## src/rtl/mc_dematrix.sv

```systemverilog
module mc_dematrix #(
  parameter int W     = 24,
  parameter int GW    = 24,
  parameter int GFRAC = 22,
  parameter int DEPTH = 3
) (
  input  logic            clk,
  input  logic            rst_n,
  input  logic            push,
  input  logic [2:0]      push_sel,
  input  logic [W-1:0]    push_data,
  input  logic            start,
  input  logic [2:0]      mode,
  input  logic [5*GW-1:0] gain,
  output logic            out_valid,
  output logic [2:0]      out_chan,
  output logic [W-1:0]    out_data,
  output logic            done
);
  localparam int NCH = 5;
  localparam int CW  = $clog2(DEPTH + 1);
  localparam int SW  = (DEPTH > 1) ? $clog2(DEPTH) : 1;
  localparam int PW  = W + GW;
  localparam logic [1:0] Z = 2'b00, P = 2'b01, N = 2'b11;
  localparam logic [W-1:0] SMAX = {1'b0, {(W-1){1'b1}}};
  localparam logic [W-1:0] SMIN = {1'b1, {(W-1){1'b0}}};
  localparam logic [PW:0]  HALF = (PW+1)'(1) << (GFRAC - 1);

  // coefficient pairs packed {T4,T3,T2,T1,T0}; outputs 0..4 = L,R,C,LS,RS
  function automatic logic [9:0] cvec(input logic [2:0] m, input logic [2:0] o);
    case ({m, o})
      {3'd0,3'd0}: return {Z,N,N,Z,P};
      {3'd0,3'd1}: return {N,Z,N,P,Z};
      {3'd0,3'd2}: return {Z,Z,P,Z,Z};
      {3'd0,3'd3}: return {Z,P,Z,Z,Z};
      {3'd0,3'd4}: return {P,Z,Z,Z,Z};
      {3'd1,3'd0}: return {Z,Z,P,Z,Z};
      {3'd1,3'd1}: return {N,P,P,P,N};
      {3'd1,3'd2}: return {Z,N,N,Z,P};
      {3'd1,3'd3}: return {Z,P,Z,Z,Z};
      {3'd1,3'd4}: return {P,Z,Z,Z,Z};
      {3'd2,3'd0}: return {P,N,P,N,P};
      {3'd2,3'd1}: return {Z,Z,P,Z,Z};
      {3'd2,3'd2}: return {N,Z,N,P,Z};
      {3'd2,3'd3}: return {Z,P,Z,Z,Z};
      {3'd2,3'd4}: return {P,Z,Z,Z,Z};
      {3'd3,3'd0}: return {Z,Z,P,Z,Z};
      {3'd3,3'd1}: return {Z,P,Z,Z,Z};
      {3'd3,3'd2}: return {N,Z,N,Z,P};
      {3'd3,3'd3}: return {P,Z,Z,Z,Z};
      {3'd3,3'd4}: return {P,N,P,P,N};
      {3'd4,3'd0}: return {Z,P,Z,Z,Z};
      {3'd4,3'd1}: return {N,Z,N,P,Z};
      {3'd4,3'd2}: return {Z,Z,P,Z,Z};
      {3'd4,3'd3}: return {Z,N,N,Z,P};
      {3'd4,3'd4}: return {P,Z,Z,Z,Z};
      {3'd5,3'd0}: return {Z,N,N,Z,P};
      {3'd5,3'd1}: return {P,Z,Z,Z,Z};
      {3'd5,3'd2}: return {Z,Z,P,Z,Z};
      {3'd5,3'd3}: return {Z,P,Z,Z,Z};
      {3'd5,3'd4}: return {N,Z,N,P,Z};
      {3'd6,3'd0}: return {Z,P,Z,Z,Z};
      {3'd6,3'd1}: return {P,Z,Z,Z,Z};
      {3'd6,3'd2}: return {Z,Z,P,Z,Z};
      {3'd6,3'd3}: return {Z,N,N,Z,P};
      {3'd6,3'd4}: return {N,Z,N,P,Z};
      {3'd7,3'd0}: return {Z,Z,P,Z,Z};
      {3'd7,3'd1}: return {Z,P,Z,Z,Z};
      {3'd7,3'd2}: return {P,Z,Z,Z,Z};
      {3'd7,3'd3}: return {N,Z,N,Z,P};
      {3'd7,3'd4}: return {N,N,Z,P,Z};
      default:     return '0;
    endcase
  endfunction

  logic [W-1:0]  fmem [NCH][DEPTH];
  logic [CW-1:0] fcnt [NCH];
  logic [NCH-1:0] full;

  logic          busy;
  logic [SW-1:0] s;
  logic [2:0]    c, t;
  logic [2:0]    mode_r;
  logic signed [GW-1:0] gain_a [NCH];
  logic          go, fin;

  assign go  = start && !busy && (&full);
  assign fin = busy && (s == SW'(DEPTH-1)) && (c == 3'd4) && (t == 3'd4);

  for (genvar i = 0; i < NCH; i++) begin : g_fifo
    assign full[i] = (fcnt[i] == CW'(DEPTH));
    wire wr = !busy && push && (push_sel == 3'(i)) && !full[i];
    always_ff @(posedge clk or negedge rst_n)
      if (!rst_n)   fcnt[i] <= '0;
      else if (fin) fcnt[i] <= '0;
      else if (wr)  fcnt[i] <= fcnt[i] + 1'b1;
    always_ff @(posedge clk)
      if (wr) fmem[i][SW'(fcnt[i])] <= push_data;
    always_ff @(posedge clk or negedge rst_n)
      if (!rst_n)  gain_a[i] <= '0;
      else if (go) gain_a[i] <= gain[i*GW +: GW];
  end

  always_ff @(posedge clk or negedge rst_n) begin
    if (!rst_n) begin
      busy <= 1'b0; s <= '0; c <= '0; t <= '0; mode_r <= '0;
    end else if (!busy) begin
      if (go) begin
        busy <= 1'b1; s <= '0; c <= '0; t <= '0; mode_r <= mode;
      end
    end else if (t == 3'd4) begin
      t <= '0;
      if (c == 3'd4) begin
        c <= '0;
        if (s == SW'(DEPTH-1)) busy <= 1'b0;
        else s <= s + 1'b1;
      end else c <= c + 1'b1;
    end else t <= t + 1'b1;
  end

  // stage 1: one signed term per cycle into a saturating accumulator
  logic [9:0] cv;
  logic [1:0] cf;
  logic signed [W-1:0] smp, acc, acc_n;
  logic signed [W+1:0] sx, term, base, sum;

  assign cv   = cvec(mode_r, c);
  assign cf   = 2'(cv >> {t, 1'b0});
  assign smp  = fmem[t][s];
  assign sx   = {{2{smp[W-1]}}, smp};
  assign term = (cf == P) ? sx : (cf == N) ? -sx : '0;
  assign base = (t == 3'd0) ? '0 : {{2{acc[W-1]}}, acc};
  assign sum  = base + term;
  assign acc_n = (sum[W+1:W-1] == 3'b000 || sum[W+1:W-1] == 3'b111) ? sum[W-1:0]
               : (sum[W+1] ? SMIN : SMAX);

  logic          dm_vld, dm_last;
  logic [2:0]    dm_ch;
  logic signed [W-1:0] dm_sum;

  always_ff @(posedge clk or negedge rst_n)
    if (!rst_n) begin
      acc <= '0; dm_vld <= 1'b0; dm_last <= 1'b0; dm_ch <= '0; dm_sum <= '0;
    end else begin
      if (busy) acc <= acc_n;
      dm_vld <= busy && (t == 3'd4);
      if (busy && t == 3'd4) begin
        dm_sum  <= acc_n;
        dm_ch   <= c;
        dm_last <= fin;
      end
    end

  // stage 2: shared multiplier, round and saturate
  logic signed [PW-1:0] prod;
  logic signed [PW:0]   pr, sh;
  logic [W-1:0]         scaled;

  assign prod   = dm_sum * gain_a[dm_ch];
  assign pr     = $signed({prod[PW-1], prod}) + $signed(HALF);
  assign sh     = pr >>> GFRAC;
  assign scaled = (sh[PW:W-1] == '0 || sh[PW:W-1] == '1) ? sh[W-1:0]
                : (sh[PW] ? SMIN : SMAX);

  logic out_last;
  always_ff @(posedge clk or negedge rst_n)
    if (!rst_n) begin
      out_valid <= 1'b0; out_chan <= '0; out_data <= '0; out_last <= 1'b0; done <= 1'b0;
    end else begin
      out_valid <= dm_vld;
      out_last  <= dm_vld && dm_last;
      done      <= out_last;
      if (dm_vld) begin
        out_chan <= dm_ch;
        out_data <= scaled;
      end
    end

  assert_full_while_busy_R3: assert property (@(posedge clk) disable iff (!rst_n)
    busy |-> (&full));

  assert_single_pulse_R8: assert property (@(posedge clk) disable iff (!rst_n)
    out_valid |=> !out_valid);

  assert_chan_order_R7: assert property (@(posedge clk) disable iff (!rst_n)
    (out_valid && $past(out_valid, 5) && $past(out_chan, 5) != 3'd4)
      |-> out_chan == $past(out_chan, 5) + 3'd1);

  assert_done_after_last_R9: assert property (@(posedge clk) disable iff (!rst_n)
    done |-> ($past(out_valid) && $past(out_chan) == 3'd4));

endmodule

```

## config.mk

```make
export PLATFORM = sky130hd
export DESIGN_NAME = mc_dematrix
export DESIGN_NICKNAME = d
export VERILOG_FILES = /design/src/rtl/mc_dematrix.sv
export SDC_FILE = /design/constraint.sdc
export NUM_CORES = 2
export LEC_CHECK = 0
export ABC_AREA = 1
export BUFFER_PORTS_ARGS = -buffer_cell sky130_fd_sc_hd__buf_2
export CAP_MARGIN = 5
export CELL_PAD_IN_SITES_DETAIL_PLACEMENT = 2
export CELL_PAD_IN_SITES_GLOBAL_PLACEMENT = 2
export CORE_AREA = 4 4 523 318
export DETAILED_ROUTE_END_ITERATION = 8
export DIE_AREA = 0 0 527 322
export GPL_TIMING_DRIVEN = 0
export PLACE_DENSITY = 0.74
export SETUP_SLACK_MARGIN = 0.3
export SYNTH_ARGS = -nofsm -noshare
export SYNTH_HDL_FRONTEND = slang
export SYNTH_SLANG_ARGS = --single-unit
```

## constraint.sdc

```tcl
create_clock -name clk -period 13.3 [get_ports clk]
set_clock_uncertainty 0.05 [all_clocks]
set_input_delay 1.995 -clock clk [delete_from_list [all_inputs] [get_ports clk]]
set_output_delay 1.995 -clock clk [all_outputs]
set_load 0.03 [all_outputs]
```

# Word-level counts from Yosys, hierarchy flattened
# Memory sizes are Yosys's and may differ from the RTL's.
# Index checks and enable logic that the tools add are counted.
# word_totals
regBits	225
mem_bits_rw	360
rom_bits	640
input_bits	154
out_inout_bits	29
elab_cells	199
n_memories	2
# classes
add_sub_neg	11
n_mul	1
order_cmp	12
n_eq_ne	19
n_shift	1
muxes	71
bitwise_logic	8
n_reduce_logical	49
# memory_table
memory	words	word_bits	rd	rd_clocked_by_memory_dff	write_ports	line_no	source
(no name shown)	64	10	1	0	0	31	case ({m, o})
fmem	5	72	1	0	1	76	logic [W-1:0] fmem [NCH][DEPTH];
# op_table
operator	n
$mux W72	13
$mux W24	13
$reduce_or A72 Y1	4
$demux W24 S2	5
$mux W26	3
$bmux W24 S3	1
$add A48 B23 Y49 const B	1
$bmux W24 S2	1
$mul A24 B24 Y48	1
$mux W2	15
$mux W3	10
$add A26 B26 Y26	1
$eq A26 B26 Y1 const B	1
$logic_not A26 Y1	1
$neg A26 Y26	1
$logic_and A1 B1 Y1	23
$ge A3 B3 Y1 const B	6
$not A2 Y3	6
$lt A3 B1 Y1 const B	5
$eq A2 B2 Y1 const B	7
$add A2 B1 Y2 const B	6
$eq A3 B3 Y1 const B	4
$reduce_bool A2 Y1	6
$mux W1	10
16 further kinds	28

# Logic depth before layout (Yosys ltp)
# logic_depth
word_depth	11
depth_mapped	41
mapped_depth_nobuf	37

# Least setup slack after synthesis
# Ideal clock, no wire load.
# synth_path
path_kind	reg-to-reg
startpoint	reg dm_ch[0]
endpoint	reg out_data[10]
setup_ns	0.124
t_arrival_ns	7.648
t_required_ns	13.126
slack_ns	5.478
stages_incl_launch_ff	34
path_buffers	4
synth_period_minus_slack_ns	7.822
path_cell_list	dfrtp_1 -> buf_2 -> clkbuf_1 -> buf_1 -> a21oi_1 -> o21ai_0 -> nand3_1 -> o21ai_0 -> inv_1 -> nor2_1 -> fa_1 -> fa_1 -> inv_1 -> fa_1 -> inv_1 -> fa_1 -> fa_1 -> inv_1 -> fa_1 -> inv_1 -> fa_1 -> ha_1 -> inv_1 -> nor3_1 -> nand2_1 -> nor3_1 -> nand2_1 -> nand2_1 -> nand2_1 -> nand2_1 -> nand3_1 -> a21oi_1 -> buf_2 -> a21oi_1
# synth_between
elab_chain_cells	9
elab_cells_between_ends	11
classes_between	add/sub: 1; mul: 1; eq/ne: 1; mux: 5; bitwise: 1; reduce/logical: 2
# synth_rtl
element	line_no	source
from (decl)	138	logic [2:0] dm_ch;
from (signal assigned)	143	acc <= '0; dm_vld <= 1'b0; dm_last <= 1'b0; dm_ch <= '0; dm_sum <= '0;
from (signal assigned)	149	dm_ch <= c;
$not A3 Y4 (implied by the code) *	159	assign prod = dm_sum * gain_a[dm_ch];
$bmux W24 S3 *	159	
$mux W24 (implied by the code) * (2 in a row)	159	
$mul A24 B24 Y48 *	159	
$add A48 B23 Y49 *	160	assign pr = $signed({prod[PW-1], prod}) + $signed(HALF);
$eq A26 B26 Y1 / $logic_not A26 Y1 (equally long branches)	162	assign scaled = (sh[PW:W-1] == '0 || sh[PW:W-1] == '1) ? sh[W-1:0]
$logic_or A1 B1 Y1	162	
$mux W24 *	162	
to (signal assigned)	175	out_data <= scaled;
to (decl)	17	output logic [W-1:0] out_data,
# Every way passes the cells marked *; elsewhere a longest branch is shown, timed or not. The select of a mux whose other input is x is not followed.
# A chain may end at the register's enable or synchronous reset.

# Worst setup path in the final report
# layout_path
startpoint	reg dm_ch[1]
endpoint	reg out_data[21]
# The elaborated chain is that of the path after synthesis.

==> results_dict.tcl <==
set metrics [dict create \
    holdBufCountCts 0 \
    timing.fmax_mhz 86.5 \
    timing.critical_path.slowest_cell_delay_ps 810 \
    layout.cells.most_common "nand2_1" \
    dieWidth_um 527 \
    design.portCount 183 \
    maxCapViolCount 0 \
    initialDrtViolationCount 4057 \
    grt_use_total 0.241 \
    r2r_setup_slack_ps 1740 \
    cp-end-kind "register" \
    power_density_nw_per_um2 71.6 \
    totalWireLength_mm 203 \
    ant_nets 0 \
    ys_seq_area_frac 0.342 \
    syn-num-nets 6388 \
    asyncSetResetFlopFracSynth 0.385 \
    cts_post_setup_buffers_inserted 0 \
    placement_rows 114 \
    cts-buffers-inserted 67 \
    remaining_drc_errors 0 \
    root_buffer "clkbuf_16" \
    most_used_flip_flop_cell_after_synthesis "edfxtp_1" \
    num-nets-final 6657 \
    postSynthRegisterBits 585 \
    worst_ep_required_time_ps 13800 \
    final_hold_viol_count 0 \
    ratio_of_cells_with_drive_above_1_in_the_final_layout 0.0722 \
    global_route_congestion_overflow_total 0 \
    hold_depth 0 \
    run_status "completed" \
    clkLatencyLatePin_ps 690 \
    tritoncts "done" \
    die_area_um2 170000 \
    crit_path_class "register to register" \
    synthesized_area_per_cell_um2 8.86 \
    critical_path.most_common_cell "fa_1" \
    synthesis.area_um2 48100 \
    setup_viol_count_final 0 \
    hold_path.class "register to register" \
    tns_ps 0 \
    worst_setup_path_start_kind "register" \
    drt-wirelength-per-cell_um 25.7 \
    critical_path.reg2reg.endpoint "out_data[21]$_DFFE_PN0P_" \
    power.ir.vdd_worst_uv 95.2 \
    core_area_um2 161000 \
    cts.sinks 585 \
    setup_repair_after_global_routing_missed_its_margin "no" \
    initial_utilization 0.299 \
    first_global_vias 44390 \
    synth_edf_count 360 \
    htreeDepth 3 \
    cts-resized-gates 0 \
    synth_cell_type_count 48 \
    routed_via_density 5.10 \
    timing.rr.start "dm_ch[1]$_DFFE_PN0P_" \
    via_count 40354 \
    minimum_period_implied_by_the_final_worst_setup_slack_ps 11560 \
    fin_total_pwr_mw 3.89 \
    cts_buffer_depth 3 \
    slew_violations 0 \
    synthToLayoutAreaGrowth_pct 12.9 \
    hold_path.startpoint "out_last$_DFF_PN0_" \
    cp_slowest_cell "clkbuf_1" \
    antenna_violations_before_repair 8 \
    grt_pass1_wl_mm 302 \
    final_core_utilization 0.338 \
    worstPathArrival_ps 12060 \
    reg2regPathDepth 32 \
    fin_hold_ws_ps 296 \
    die_h_um 322 \
    max_slew_margin 0.0828 \
    hold-path-endpoint "done$_DFF_PN0_" \
    static_leakage_nw 25.9 \
    dp_hpwl_mm 167 \
    portBuffers 182 \
    clkTransAtPathRegs_ps 60 \
    grt_max_degree 100 \
    worst-path-max-fanout 11 \
    worst_pin_slew_ps 1360 \
    drt-pass1-iter-count 5 \
    min_period_over_period 0.869 \
    most_used_cells_in_the_layout_excluding_fill_and_tap_cells "nand2_1, inv_1, fa_1" \
    netlist_instances 5435 \
    ys.warnings.count 0 \
    routabilityCongestion 0.923 \
]
## worst max path at each step
| stage | to | startpoint | slack, ps |
|---|---|---|---|
| 2_1_floorplan | out_data[10]$_DFFE_PN0P_ | dm_ch[0]$_DFFE_PN0P_ | 5480 |
| 3_3_place_gp | out_data[19]$_DFFE_PN0P_ | dm_ch[1]$_DFFE_PN0P_ | 2340 |
| 3_5_place_dp | out_data[21]$_DFFE_PN0P_ | dm_ch[1]$_DFFE_PN0P_ | 2020 |
| 4_1_cts | out_data[21]$_DFFE_PN0P_ | dm_ch[1]$_DFFE_PN0P_ | 1950 |
| 5_1_grt | out_data[15]$_DFFE_PN0P_ | dm_ch[1]$_DFFE_PN0P_ | 1120 |
| 6_report | out_data[21]$_DFFE_PN0P_ | dm_ch[1]$_DFFE_PN0P_ | 1740 |
## registers in the layout, indices dropped and copies added, names as in the netlist
register and flops:
fmem 360, gain_a 120, acc 24, dm_sum 24, out_data 24, fcnt 10, c 3, dm_ch 3
mode_r 3, out_chan 3, t 3, s 2, busy 1, dm_last 1, dm_vld 1, done 1
out_last 1, out_valid 1
## Yosys cell counts (2+ instances only)
cell type,n,share of area
a21boi_0,4,0.00062
a21o_1,4,0.00062
a21oi_1,255,0.027
a21oi_2,3,0.00055
a31oi_1,8,0.0010
and3_1,3,0.00039
buf_1,29,0.0023
buf_2,30,0.0031
buf_4,7,0.0011
buf_6,14,0.0033
clkbuf_1,156,0.012
clkinv_1,16,0.0012
dfrtp_1,225,0.12
edfxtp_1,360,0.22
fa_1,615,0.26
ha_1,184,0.048
inv_1,886,0.069
inv_2,7,0.00055
nand2_1,1425,0.11
nand2_2,23,0.0030
nand3_1,182,0.019
nand3_2,4,0.00083
nand4_1,17,0.0022
nor2_1,566,0.044
nor2_2,4,0.00052
nor3_1,27,0.0028
nor4_1,5,0.00065
o2111ai_1,3,0.00055
o211ai_1,9,0.0014
o21a_1,16,0.0025
o21ai_0,211,0.022
o21ai_1,24,0.0025
o21bai_1,22,0.0034
o22ai_1,15,0.0019
o31ai_1,4,0.00062
or2_2,2,0.00026
xnor2_1,23,0.0042
xor2_1,37,0.0067
## critical path: cells and delay by family, from the launching register on
family                   cells  cell delay, ps
AO/OA/AOI/OAI                6            1980
adder cells (fa/ha/maj)      8            4150
buffers and inverters       10            3340
flip-flops                   1             440
AND/OR/NAND/NOR              8            1450
## through the flow
| step | cells | worst slack (ps) | area [um^2] |
|---|---|---|---|
| floorplan | 5435 | 5480 | 48100 |
| global placement | 7763 | 2340 | 51700 |
| detailed placement | 7779 | 2020 | 52200 |
| CTS | 7902 | 1950 | 54300 |
| global route | 7904 | 1120 | 54300 |
| finish | 7907 | 1740 | 54400 |
## cells by family after synthesis
family	Yosys count	synth area share
adders and majority gates	799	0.304
and+or+nand+nor	2263	0.186
DFF	585	0.342
AOI/OAI and AO/OA	583	0.0652
buffers and inverters	1145	0.0928
xor gates and xnor gates	60	0.0109
## layer usage
| metal | track usage | vias to the layer above | share of wire |
|---|---|---|---|
| met3 | 0.0552 | 153 | 0.092 |
| met2 | 0.338 | 1445 | 0.40 |
| met5 | 0 | - | 0 |
| met4 | 0.0386 | 0 | 0.015 |
| met1 | 0.378 | 21484 | 0.49 |
| li1 | - | 17272 | - |
## power breakdown
part	total, mW	internal (mW)	switching [mW]
clock	1.89	1.02	0.869
combinational	0.0701	0.0182	0.0518
sequential	1.93	1.93	0
## cell type report
type	count	area, um^2
diodes	3	7.51
multi-input cells	3705	27300
fillers	18041	106000
well taps	2146	2690
repair buffers	200	1270
plain buffers	236	1050
flip-flops and latches	585	16400
clock buffers	88	1830
inverters	909	3410
clock inverters	35	315
No activity file was read; power rests on OpenSTA's default activity.
